[config.mk]
export PLATFORM = sky130hd
export DESIGN_NAME = dual_tc_core
export DESIGN_NICKNAME = d
export VERILOG_FILES = /design/src/rtl/dtc_pkg.sv /design/src/rtl/dtc_ctrl.sv /design/src/rtl/dtc_datapath.sv /design/src/rtl/dual_tc_core.sv
export SDC_FILE = /design/constraint.sdc
export NUM_CORES = 1
export LEC_CHECK = 0
export BUFFER_PORTS_ARGS = -buffer_cell sky130_fd_sc_hd__clkbuf_2
export CAP_MARGIN = 20
export CORE_ASPECT_RATIO = 0.7
export CORE_UTILIZATION = 55
export CTS_BUF_LIST = sky130_fd_sc_hd__clkbuf_4 sky130_fd_sc_hd__clkbuf_8 sky130_fd_sc_hd__clkbuf_16
export CTS_CLUSTER_SIZE = 12
export DETAILED_ROUTE_END_ITERATION = 8
export PLACE_DENSITY = 0.81
export SLEW_MARGIN = 5
export SYNTH_ARGS = -nofsm -noshare
export SYNTH_HDL_FRONTEND = slang
export SYNTH_SLANG_ARGS = --single-unit
[constraint.sdc]
create_clock -name clk -period 2.3 [get_ports clk]
set_input_delay 0.46 -clock clk [delete_from_list [all_inputs] [get_ports clk]]
set_output_delay 0.46 -clock clk [all_outputs]
set_load 0.02 [all_outputs]
[src/rtl/dtc_pkg.sv]
package dtc_pkg;
  localparam int unsigned BYTE_W      = 8;
  localparam int unsigned PRESCALE_W  = 5;
  localparam int unsigned ADDR_W      = 3;
  localparam int unsigned UNITS       = 2;
  localparam int unsigned SYNC_STAGES = 2;
  localparam int unsigned CNT13_W     = BYTE_W + PRESCALE_W;

  localparam logic [ADDR_W-1:0] ADDR_LO0  = 3'd0;
  localparam logic [ADDR_W-1:0] ADDR_HI0  = 3'd1;
  localparam logic [ADDR_W-1:0] ADDR_LO1  = 3'd2;
  localparam logic [ADDR_W-1:0] ADDR_HI1  = 3'd3;
  localparam logic [ADDR_W-1:0] ADDR_CFG  = 3'd4;
  localparam logic [ADDR_W-1:0] ADDR_RUN  = 3'd5;

  typedef enum logic [1:0] {
    MODE_13     = 2'b00,
    MODE_16     = 2'b01,
    MODE_RELOAD = 2'b10,
    MODE_SPLIT  = 2'b11
  } tcMode_e;

  typedef struct packed {
    logic [UNITS-1:0] wrLo;
    logic [UNITS-1:0] wrHi;
    logic [UNITS-1:0] stepLo;
    logic             stepHiSplit;
    tcMode_e          mode0;
    tcMode_e          mode1;
  } tcStrobe_t;
endpackage

[src/rtl/dtc_ctrl.sv]
module dtc_ctrl
  import dtc_pkg::*;
(
  input  logic                     clk,
  input  logic                     rstN,
  input  logic                     tickEn,
  input  logic [UNITS-1:0]         extIn,
  input  logic                     wrEn,
  input  logic [ADDR_W-1:0]        wrAddr,
  input  logic [BYTE_W-1:0]        wrData,
  input  logic [UNITS-1:0]         clrOvf,
  input  logic [UNITS-1:0]         wrapLo,
  input  logic                     wrapHiSplit,
  output tcStrobe_t                strb,
  output logic [BYTE_W-1:0]        modeCfg,
  output logic [BYTE_W-1:0]        runStat,
  output logic [UNITS-1:0]         ovf
);
  logic [UNITS-1:0] runQ;
  logic [UNITS-1:0] ovfQ;
  logic [UNITS-1:0] extSel;
  logic [UNITS-1:0] extEvt;
  logic [UNITS-1:0] srcEvt;
  logic [UNITS-1:0] anyWr;
  logic [UNITS-1:0] setFlag;
  logic             splitOn;
  logic             wrCfg;
  logic             wrRun;

  assign wrCfg   = wrEn && (wrAddr == ADDR_CFG);
  assign wrRun   = wrEn && (wrAddr == ADDR_RUN);
  assign extSel  = {modeCfg[6], modeCfg[2]};
  assign splitOn = (strb.mode0 == MODE_SPLIT);

  assign strb.mode0 = tcMode_e'(modeCfg[1:0]);
  assign strb.mode1 = tcMode_e'(modeCfg[5:4]);

  // Per-unit pin synchroniser, tick-sampled edge detect and write decode
  for (genvar u = 0; u < UNITS; u++) begin : g_src
    logic [SYNC_STAGES-1:0] syncChain;
    logic                   lastLvl;
    logic                   syncLvl;

    assign syncLvl = syncChain[SYNC_STAGES-1];

    always_ff @(posedge clk) begin
      if (!rstN) begin
        syncChain <= '0;
        lastLvl   <= 1'b0;
      end else begin
        syncChain <= {syncChain[SYNC_STAGES-2:0], extIn[u]};
        if (tickEn) lastLvl <= syncLvl;
      end
    end

    assign extEvt[u]    = tickEn && lastLvl && !syncLvl;
    assign srcEvt[u]    = extSel[u] ? extEvt[u] : tickEn;
    assign strb.wrLo[u] = wrEn && (wrAddr == ADDR_W'(2 * u));
    assign strb.wrHi[u] = wrEn && (wrAddr == ADDR_W'(2 * u + 1));
    assign anyWr[u]     = strb.wrLo[u] || strb.wrHi[u];
  end

  // Step gating: run bits, split borrowing, write priority
  assign strb.stepLo[0]  = runQ[0] && srcEvt[0] &&
                           (splitOn ? !strb.wrLo[0] : !anyWr[0]);
  assign strb.stepHiSplit = splitOn && runQ[1] && tickEn && !strb.wrHi[0];
  assign strb.stepLo[1]  = (strb.mode1 != MODE_SPLIT) && srcEvt[1] &&
                           !anyWr[1] && (splitOn || runQ[1]);

  assign setFlag[0] = wrapLo[0];
  assign setFlag[1] = splitOn ? wrapHiSplit : wrapLo[1];

  always_ff @(posedge clk) begin
    if (!rstN) begin
      modeCfg <= '0;
      runQ    <= '0;
    end else begin
      if (wrCfg) modeCfg <= wrData;
      if (wrRun) runQ    <= wrData[1:0];
    end
  end

  for (genvar u = 0; u < UNITS; u++) begin : g_flag
    always_ff @(posedge clk) begin
      if (!rstN)            ovfQ[u] <= 1'b0;
      else if (setFlag[u])  ovfQ[u] <= 1'b1;
      else if (wrRun)       ovfQ[u] <= wrData[4 + u];
      else if (clrOvf[u])   ovfQ[u] <= 1'b0;
    end
  end

  assign ovf     = ovfQ;
  assign runStat = {2'b00, ovfQ, 2'b00, runQ};
endmodule

[src/rtl/dtc_datapath.sv]
module dtc_datapath
  import dtc_pkg::*;
(
  input  logic                          clk,
  input  logic                          rstN,
  input  tcStrobe_t                     strb,
  input  logic [BYTE_W-1:0]             wrData,
  output logic [UNITS-1:0][BYTE_W-1:0]  loByte,
  output logic [UNITS-1:0][BYTE_W-1:0]  hiByte,
  output logic [UNITS-1:0]              wrapLo,
  output logic                          wrapHiSplit
);
  logic [UNITS-1:0] wrapHiV;

  for (genvar u = 0; u < UNITS; u++) begin : g_unit
    tcMode_e                 unitMode;
    logic [BYTE_W-1:0]       loQ, hiQ, loD, hiD;
    logic [CNT13_W-1:0]      sum13;
    logic [2*BYTE_W-1:0]     sum16;
    logic                    wrapL, wrapH, hiStep;

    assign unitMode = (u == 0) ? strb.mode0 : strb.mode1;
    assign hiStep   = (u == 0) && (unitMode == MODE_SPLIT) && strb.stepHiSplit;
    assign sum13    = {hiQ, loQ[PRESCALE_W-1:0]} + CNT13_W'(1);
    assign sum16    = {hiQ, loQ} + (2*BYTE_W)'(1);

    always_comb begin
      loD   = loQ;
      hiD   = hiQ;
      wrapL = 1'b0;
      wrapH = 1'b0;
      if (strb.stepLo[u]) begin
        unique case (unitMode)
          MODE_13: begin
            wrapL = &{hiQ, loQ[PRESCALE_W-1:0]};
            hiD   = sum13[CNT13_W-1:PRESCALE_W];
            loD   = BYTE_W'(sum13[PRESCALE_W-1:0]);
          end
          MODE_16: begin
            wrapL      = &{hiQ, loQ};
            {hiD, loD} = sum16;
          end
          MODE_RELOAD: begin
            if (&loQ) begin
              wrapL = 1'b1;
              loD   = hiQ;
            end else begin
              loD = loQ + BYTE_W'(1);
            end
          end
          MODE_SPLIT: begin
            if (u == 0) begin
              wrapL = &loQ;
              loD   = loQ + BYTE_W'(1);
            end
          end
        endcase
      end
      if (hiStep) begin
        wrapH = &hiQ;
        hiD   = hiQ + BYTE_W'(1);
      end
      if (strb.wrLo[u])
        loD = (unitMode == MODE_13) ? BYTE_W'(wrData[PRESCALE_W-1:0]) : wrData;
      if (strb.wrHi[u])
        hiD = wrData;
    end

    always_ff @(posedge clk) begin
      if (!rstN) begin
        loQ <= '0;
        hiQ <= '0;
      end else begin
        loQ <= loD;
        hiQ <= hiD;
      end
    end

    assign loByte[u]  = loQ;
    assign hiByte[u]  = hiQ;
    assign wrapLo[u]  = wrapL;
    assign wrapHiV[u] = wrapH;
  end

  assign wrapHiSplit = |wrapHiV;
endmodule

[src/rtl/dual_tc_core.sv]
module dual_tc_core
  import dtc_pkg::*;
(
  input  logic        clk,
  input  logic        rstN,
  input  logic        tickEn,
  input  logic        extIn0,
  input  logic        extIn1,
  input  logic        wrEn,
  input  logic [2:0]  wrAddr,
  input  logic [7:0]  wrData,
  input  logic [2:0]  rdAddr,
  output logic [7:0]  rdData,
  input  logic        clrOvf0,
  input  logic        clrOvf1,
  output logic        ovf0,
  output logic        ovf1
);
  tcStrobe_t                     strb;
  logic [UNITS-1:0][BYTE_W-1:0]  loByte;
  logic [UNITS-1:0][BYTE_W-1:0]  hiByte;
  logic [UNITS-1:0]              wrapLo;
  logic                          wrapHiSplit;
  logic [BYTE_W-1:0]             modeCfg;
  logic [BYTE_W-1:0]             runStat;
  logic [UNITS-1:0]              ovfV;

  dtc_ctrl ctrl_i (
    .clk         (clk),
    .rstN        (rstN),
    .tickEn      (tickEn),
    .extIn       ({extIn1, extIn0}),
    .wrEn        (wrEn),
    .wrAddr      (wrAddr),
    .wrData      (wrData),
    .clrOvf      ({clrOvf1, clrOvf0}),
    .wrapLo      (wrapLo),
    .wrapHiSplit (wrapHiSplit),
    .strb        (strb),
    .modeCfg     (modeCfg),
    .runStat     (runStat),
    .ovf         (ovfV)
  );

  dtc_datapath dp_i (
    .clk         (clk),
    .rstN        (rstN),
    .strb        (strb),
    .wrData      (wrData),
    .loByte      (loByte),
    .hiByte      (hiByte),
    .wrapLo      (wrapLo),
    .wrapHiSplit (wrapHiSplit)
  );

  always_comb begin
    unique case (rdAddr)
      ADDR_LO0: rdData = loByte[0];
      ADDR_HI0: rdData = hiByte[0];
      ADDR_LO1: rdData = loByte[1];
      ADDR_HI1: rdData = hiByte[1];
      ADDR_CFG: rdData = modeCfg;
      ADDR_RUN: rdData = runStat;
      default:  rdData = '0;
    endcase
  end

  assign ovf0 = ovfV[0];
  assign ovf1 = ovfV[1];
endmodule

==> results.yml, run 1 <==
run_status:
  status: "finished with violations"
  failed_checks: "design-rule violations"
place:
  dp.cells: 571
  dp_hpwl_um: 9150
  place_ws_ns: 0.0975
  numPortBuffers: 31
  gp_congestion: 1.04
logic_synthesis:
  ys.flop_type: "dfxtp_1"
  synth.area.top_cells: "dfxtp_1 28%, mux2i_1 5.9%, nand2_1 4.7%, o21ai_0 4.2%, a21oi_1 4.1%"
  synth_top_area_share_pct: 28.3
  ys_types: 68
  syn_avg_cell_area_um2: 7.83
  yosysWarnings: 0
  synth_seq_area_share_pct: 28.3
  synth_commonest_cells: "50 x dfxtp_1, 44 x nand2_1, 33 x nor2_1"
  syn-instance-count: 451
  synth_seq_cells: 50
  syn-cell-area_mm2: 0.00353
  synth-edff-count: 0
  ys_async_sr_fraction_pct: 0
  yosysMostFrequentCell: "dfxtp_1"
  synth_area_leader_cell: "dfxtp_1"
  syn_nets: 483
clock_network:
  cts_tree: "done"
  cts_buffers: 5
  tritoncts_num_sinks: 50
  cts-htree-levels: 2
  clock_latency_ns: 0.32
  postCtsHoldBufs: 0
  cts_setup_buffers: 0
  cts_buffer_depth: 2
  post_cts_resized: 0
  cts_root_buf: "clkbuf_8"
  clkSlewWorstSetupHoldPaths_ns: 0.11
drt:
  wl_per_cell_um: 21.2
  drt-initial-drc-count: 511
  drt_first_pass_iters: 9
  viasPerCell: 7.02
  vias: 4063
  totalWireLength_um: 12300
  drc: 6
  drtAntennaViolNets: 0
layout:
  final_util_pct: 65.5
  diodes: 0
  drive_above_1_share_pct: 18.4
  area_growth_pct: 15.2
  nets: 532
  fin_cells: 579
critical_path:
  startpoint: "ctrl_i.modeCfg[1]$_SDFFE_PN0P_"
  reg2reg_slack_ns: 0.19
  r2r-end: "dp_i.g_unit[1].hiQ[7]$_SDFFE_PN0P_"
  worstSetupEndpointType: "output pin"
  worstPathMaxFanout: 8
  cp-start-kind: "register"
  arrival_ns: 1.66
  r2r-start: "ctrl_i.modeCfg[5]$_SDFFE_PN0P_"
  crit_required_ns: 1.84
  ff2ff_path_depth: 8
  path_class: "register to output pin"
hold_path:
  worstHoldPathCells: 2
  min_to: "ctrl_i.g_src[0].syncChain[0]$_SDFF_PN0_"
  hp-start: "extIn0"
  hp-class: "input pin to register"
timing:
  slew_headroom_pct: 57.3
  holdWs_ns: 0.337
  fmax_ghz: 0.471
  skew_ns: 0.0112
  post-route-period-util_pct: 92.3
  worst_slew_pin_slew_ns: 0.637
  min_period_ns: 2.12
  final_hold_viol_count: 0
  tns_ns: 0
  drv_slew: 0
  rsz0062_at_grt: "no"
  setup_viol: 0
  setup_slack_ns: 0.178
power_and_ir_drop:
  leakage_nw: 1.47
  power.density_mw_per_mm2: 458
  peakVddDrop_v: 0.000274
global_route:
  grt_use_total_pct: 37.4
  grt_pass1_vias: 3593
  grt_pass1_wl_um: 19300
  antenna_found_initial: 0
  grt_max_degree: 20
  grt.overflow.total: 0
floorplanning:
  core_area_mm2: 0.00622
  die_height_um: 69.1
  start_util_pct: 56.8
  io_pins: 32
  design.die.area_mm2: 0.00675
  die_w_um: 97.8
  rows: 24
run:
  timing.max_cap.violations: 0
final cells by class:
class / count / area (um^2)
Clock buffer: 5 / 68.8
Clock inverter: 3 / 47.5
Fill cell: 558 / 2150
Inverter: 11 / 41.3
Multi-Input combinational cell: 365 / 2390
Sequential cell: 50 / 1000
Tap cell: 78 / 97.6
Timing Repair Buffer: 67 / 425
routing by layer:
| layer | track usage [%] | part of all wire (%) | wire, um | up-vias |
|---|---|---|---|---|
| met2 | 50.6 | 39 | 4750 | 321 |
| met3 | 10.9 | 16 | 1990 | 41 |
| met4 | 12.5 | 3.1 | 382 | 0 |
| met5 | 0 | 0 | 0 | - |
| li1 | - | - | - | 1830 |
| met1 | 55.7 | 42 | 5170 | 1871 |
layout by cell type (no fill, tap or decap), drive strengths merged, types with 3 or more instances in the layout:
master,synthesis,final
a211oi,4,4
a21o,3,3
a21oi,31,31
a221oi,8,8
a22oi,8,8
a2bb2oi,3,3
a31oi,20,20
a32o,4,4
and2,7,7
and3,8,8
and4,3,3
buf,6,36
clkbuf,19,36
dfxtp,50,50
ha,10,10
inv,11,13
mux2i,21,21
nand2,44,44
nand2b,4,4
nand3,20,20
nand3b,3,3
nand4,9,9
nor2,33,33
nor2b,5,5
nor3,13,13
nor3b,3,3
o21ai,30,30
o221ai,5,5
o22ai,8,8
o31ai,3,3
o32ai,5,5
or2,5,5
or3,10,10
xor2,3,3
kinds of logic after synthesis:
| logic type | count (synthesis) | share of synthesized area [%] |
|---|---|---|
| fa+ha+maj | 10 | 3.54 |
| flops | 50 | 28.3 |
| mux | 23 | 6.90 |
| xor+xnor | 5 | 1.24 |
| buf+inv | 36 | 4.07 |
| simple gates | 178 | 26.8 |
| compound gates | 149 | 29.1 |
how the worst max path moves through the flow:
stage,end,slack (ns),cells past startpoint
3_3_place_gp,dp_i.g_unit[0].hiQ[7]$_SDFFE_PN0P_,0.12,7
6_report,rdData[1],0.18,6
4_1_cts,rdData[1],0.20,6
2_1_floorplan,rdData[1],0.07,4
5_1_grt,dp_i.g_unit[0].hiQ[7]$_SDFFE_PN0P_,0.04,5
3_5_place_dp,dp_i.g_unit[0].loQ[5]$_SDFFE_PN0P_,0.1,6
registers in the layout, indices dropped and copies added (netlist names):
register	count
ctrl_i.g_src.lastLvl	2
ctrl_i.g_src.syncChain	4
ctrl_i.modeCfg	8
ctrl_i.ovf	2
ctrl_i.runQ	2
dp_i.g_unit.hiQ	16
dp_i.g_unit.loQ	16
where the power goes:
part	total [W]	switching, W	internal (W)
clock network	0.000682	0.000349	0.000333
logic	0.000258	0.000160	0.0000983
registers	0.000923	0.0000338	0.000889
through the flow:
| stage | total power (W) | instance area, um^2 |
|---|---|---|
| 2_1_floorplan | 0.00107 | 3530 |
| 3_3_place_gp | 0.00118 | 3950 |
| 3_5_place_dp | 0.00119 | 3950 |
| 4_1_cts | 0.00185 | 4070 |
| 5_1_grt | 0.00191 | 4070 |
| 6_report | 0.00186 | 4070 |
critical path, cell delays in order (launching register included):
cell      delay [ns]
dfxtp_1         0.46
buf_4           0.23
nand3b_1        0.09
a21oi_1         0.15
a21oi_1         0.06
o21ai_0         0.12
clkbuf_2        0.22
Note: power is estimated with default switching activity, not from simulation.
==> inputs of run 2 (changes only) <==
Settings changed: PLACE_DENSITY 0.81 to 0.75, SLEW_MARGIN 5 to default.
==> results.yml, run 2 (synthesis gave the netlist of run 1 again) <==
timing:
  worst_slew_pin_slew_ns: 0.645
  fmax_ghz: 0.453
  drv_slew: 0
  holdWs_ns: 0.342
  slew_headroom_pct: 56.7
  skew_ns: 0.0103
  rsz0062_at_grt: "no"
  min_period_ns: 2.21
  tns_ns: 0
  final_hold_viol_count: 0
  post-route-period-util_pct: 95.9
  setup_slack_ns: 0.0943
  setup_viol: 0
drt:
  drt-initial-drc-count: 533
  drtAntennaViolNets: 0
  vias: 3963
  viasPerCell: 6.90
  drc: 4
  drt_first_pass_iters: 7
  wl_per_cell_um: 21.1
  totalWireLength_um: 12100
critical_path:
  crit_chain: "inv_1 -> ha_1 -> nand4_1 -> o32ai_1 -> buf_4 -> nand4_1 -> or3_1 -> a31oi_1"
  slowest_stage: "o32ai_1"
  cp-start-kind: "register"
  slowest_delay_ns: 0.43
  worstPathMaxFanout: 5
  arrival_ns: 2.46
  ff2ff_path_depth: 8
  path_class: "register to register"
  worstSetupEndpointType: "register"
  crit_top_cell: "nand4_1"
  reg2reg_slack_ns: 0.09
  r2r-end: "dp_i.g_unit[1].hiQ[7]$_SDFFE_PN0P_"
  r2r-start: "ctrl_i.modeCfg[5]$_SDFFE_PN0P_"
  crit_required_ns: 2.55
power_and_ir_drop:
  seq_power_share_pct: 49.9
  power.density_mw_per_mm2: 457
  p_comb_share_pct: 13.8
  p_sw_w: 0.000532
  leakage_nw: 1.45
  internal_power_w: 0.00132
  clockPowerShare_pct: 36.3
  swShare_pct: 28.8
  peakVddDrop_v: 0.000330
place:
  dp_hpwl_um: 8950
  gp_congestion: 1.02
  numPortBuffers: 31
  place_ws_ns: 0.0680
  dpl_cell_area_mm2: 0.00393
floorplanning:
  start_util_pct: 56.8
  design.die.area_mm2: 0.00675
  die_height_um: 69.1
  rows: 24
  die_w_um: 97.8
  io_pins: 32
  core_area_mm2: 0.00622
clock_network:
  clock_latency_ns: 0.31
  post_cts_resized: 0
  cts_setup_buffers: 0
  cts-htree-levels: 2
  cts_root_buf: "clkbuf_8"
  postCtsHoldBufs: 0
  clkSlewWorstSetupHoldPaths_ns: 0.11
  tritoncts_num_sinks: 50
  cts_buffers: 5
  cts_buffer_depth: 2
  cts_tree: "done"
hold_path:
  hp-class: "input pin to register"
  hp-start: "extIn1"
  worstHoldPathCells: 2
  min_to: "ctrl_i.g_src[1].syncChain[0]$_SDFF_PN0_"
layout:
  fin_area_mm2: 0.00405
  diodes: 0
  area_growth_pct: 14.5
  drive_above_1_share_pct: 17.5
  multi_input_area_mm2: 0.00239
  reg.largest.list: "dp_i.g_unit.hiQ: 16 flops, dp_i.g_unit.loQ: 16 flops, ctrl_i.modeCfg: 8 flops"
  nets: 527
  layout_commonest_cell: "dfxtp_1"
  most-common-layout-cells: "50 x dfxtp_1, 44 x nand2_1, 33 x nor2_1"
  seqCellArea_mm2: 0.00100
  n_fill_cell: 566
global_route:
  grt_use_total_pct: 36.2
  antenna_found_initial: 0
  grt_max_degree: 32
  grt_pass1_vias: 3505
  grt.overflow.total: 0
  grt_pass1_wl_um: 18900
run_status:
  status: "finished with violations"
  failed_checks: "design-rule violations"
run:
  timing.max_cap.violations: 0
## run 2: through the flow
step	power [W]	util, %	std cells
6_report	0.00185	65.1	574
2_1_floorplan	0.00107	-	451
5_1_grt	0.00191	65.1	574
3_3_place_gp	0.00118	63.2	566
3_5_place_dp	0.00119	63.2	566
4_1_cts	0.00184	65.1	574
## run 2: worst max-delay path by stage
stage | to | from | cells past startpoint | slack [ns]
3_5_place_dp | dp_i.g_unit[0].hiQ[6]$_SDFFE_PN0P_ | wrAddr[0] | 7 | 0.07
3_3_place_gp | dp_i.g_unit[0].hiQ[7]$_SDFFE_PN0P_ | wrAddr[0] | 7 | 0.11
6_report | dp_i.g_unit[1].hiQ[7]$_SDFFE_PN0P_ | ctrl_i.modeCfg[5]$_SDFFE_PN0P_ | 8 | 0.09
2_1_floorplan | rdData[1] | rdAddr[2] | 4 | 0.07
4_1_cts | dp_i.g_unit[1].hiQ[7]$_SDFFE_PN0P_ | ctrl_i.modeCfg[5]$_SDFFE_PN0P_ | 8 | 0.16
5_1_grt | dp_i.g_unit[1].hiQ[7]$_SDFFE_PN0P_ | ctrl_i.modeCfg[5]$_SDFFE_PN0P_ | 8 | 0.03
## run 2: final cells by class
class | count | share of cell area [%]
Sequential cell | 50 | 24.7
Clock buffer | 5 | 1.70
Inverter | 11 | 1.02
Clock inverter | 3 | 1.18
Timing Repair Buffer | 62 | 9.90
Multi-Input combinational cell | 365 | 59.0
Tap cell | 78 | 2.41
## run 2: metal layers
layer  track usage, %  part of all wire [%]
met1             54.1                    43
met2             50.9                    40
met3             9.63                    15
met4             8.75                   2.1
met5                0                     0
## run 2: power groups by stage
stage                     registers, W  logic [W]  clock network (W)
after floorplan               0.000929   0.000141                  0
after global placement        0.000940   0.000240                  0
after detailed placement      0.000940   0.000245                  0
after CTS                     0.000920   0.000246           0.000678
after global routing          0.000925   0.000271           0.000714
final                         0.000922   0.000255           0.000672
## run 2: critical path, delay by kind of cell (launching register included)
kind / cells / cell delay (ns)
buf+inv: 2 / 0.32
simple gates: 3 / 0.69
fa+ha+maj: 1 / 0.18
flops: 1 / 0.37
compound gates: 2 / 0.59
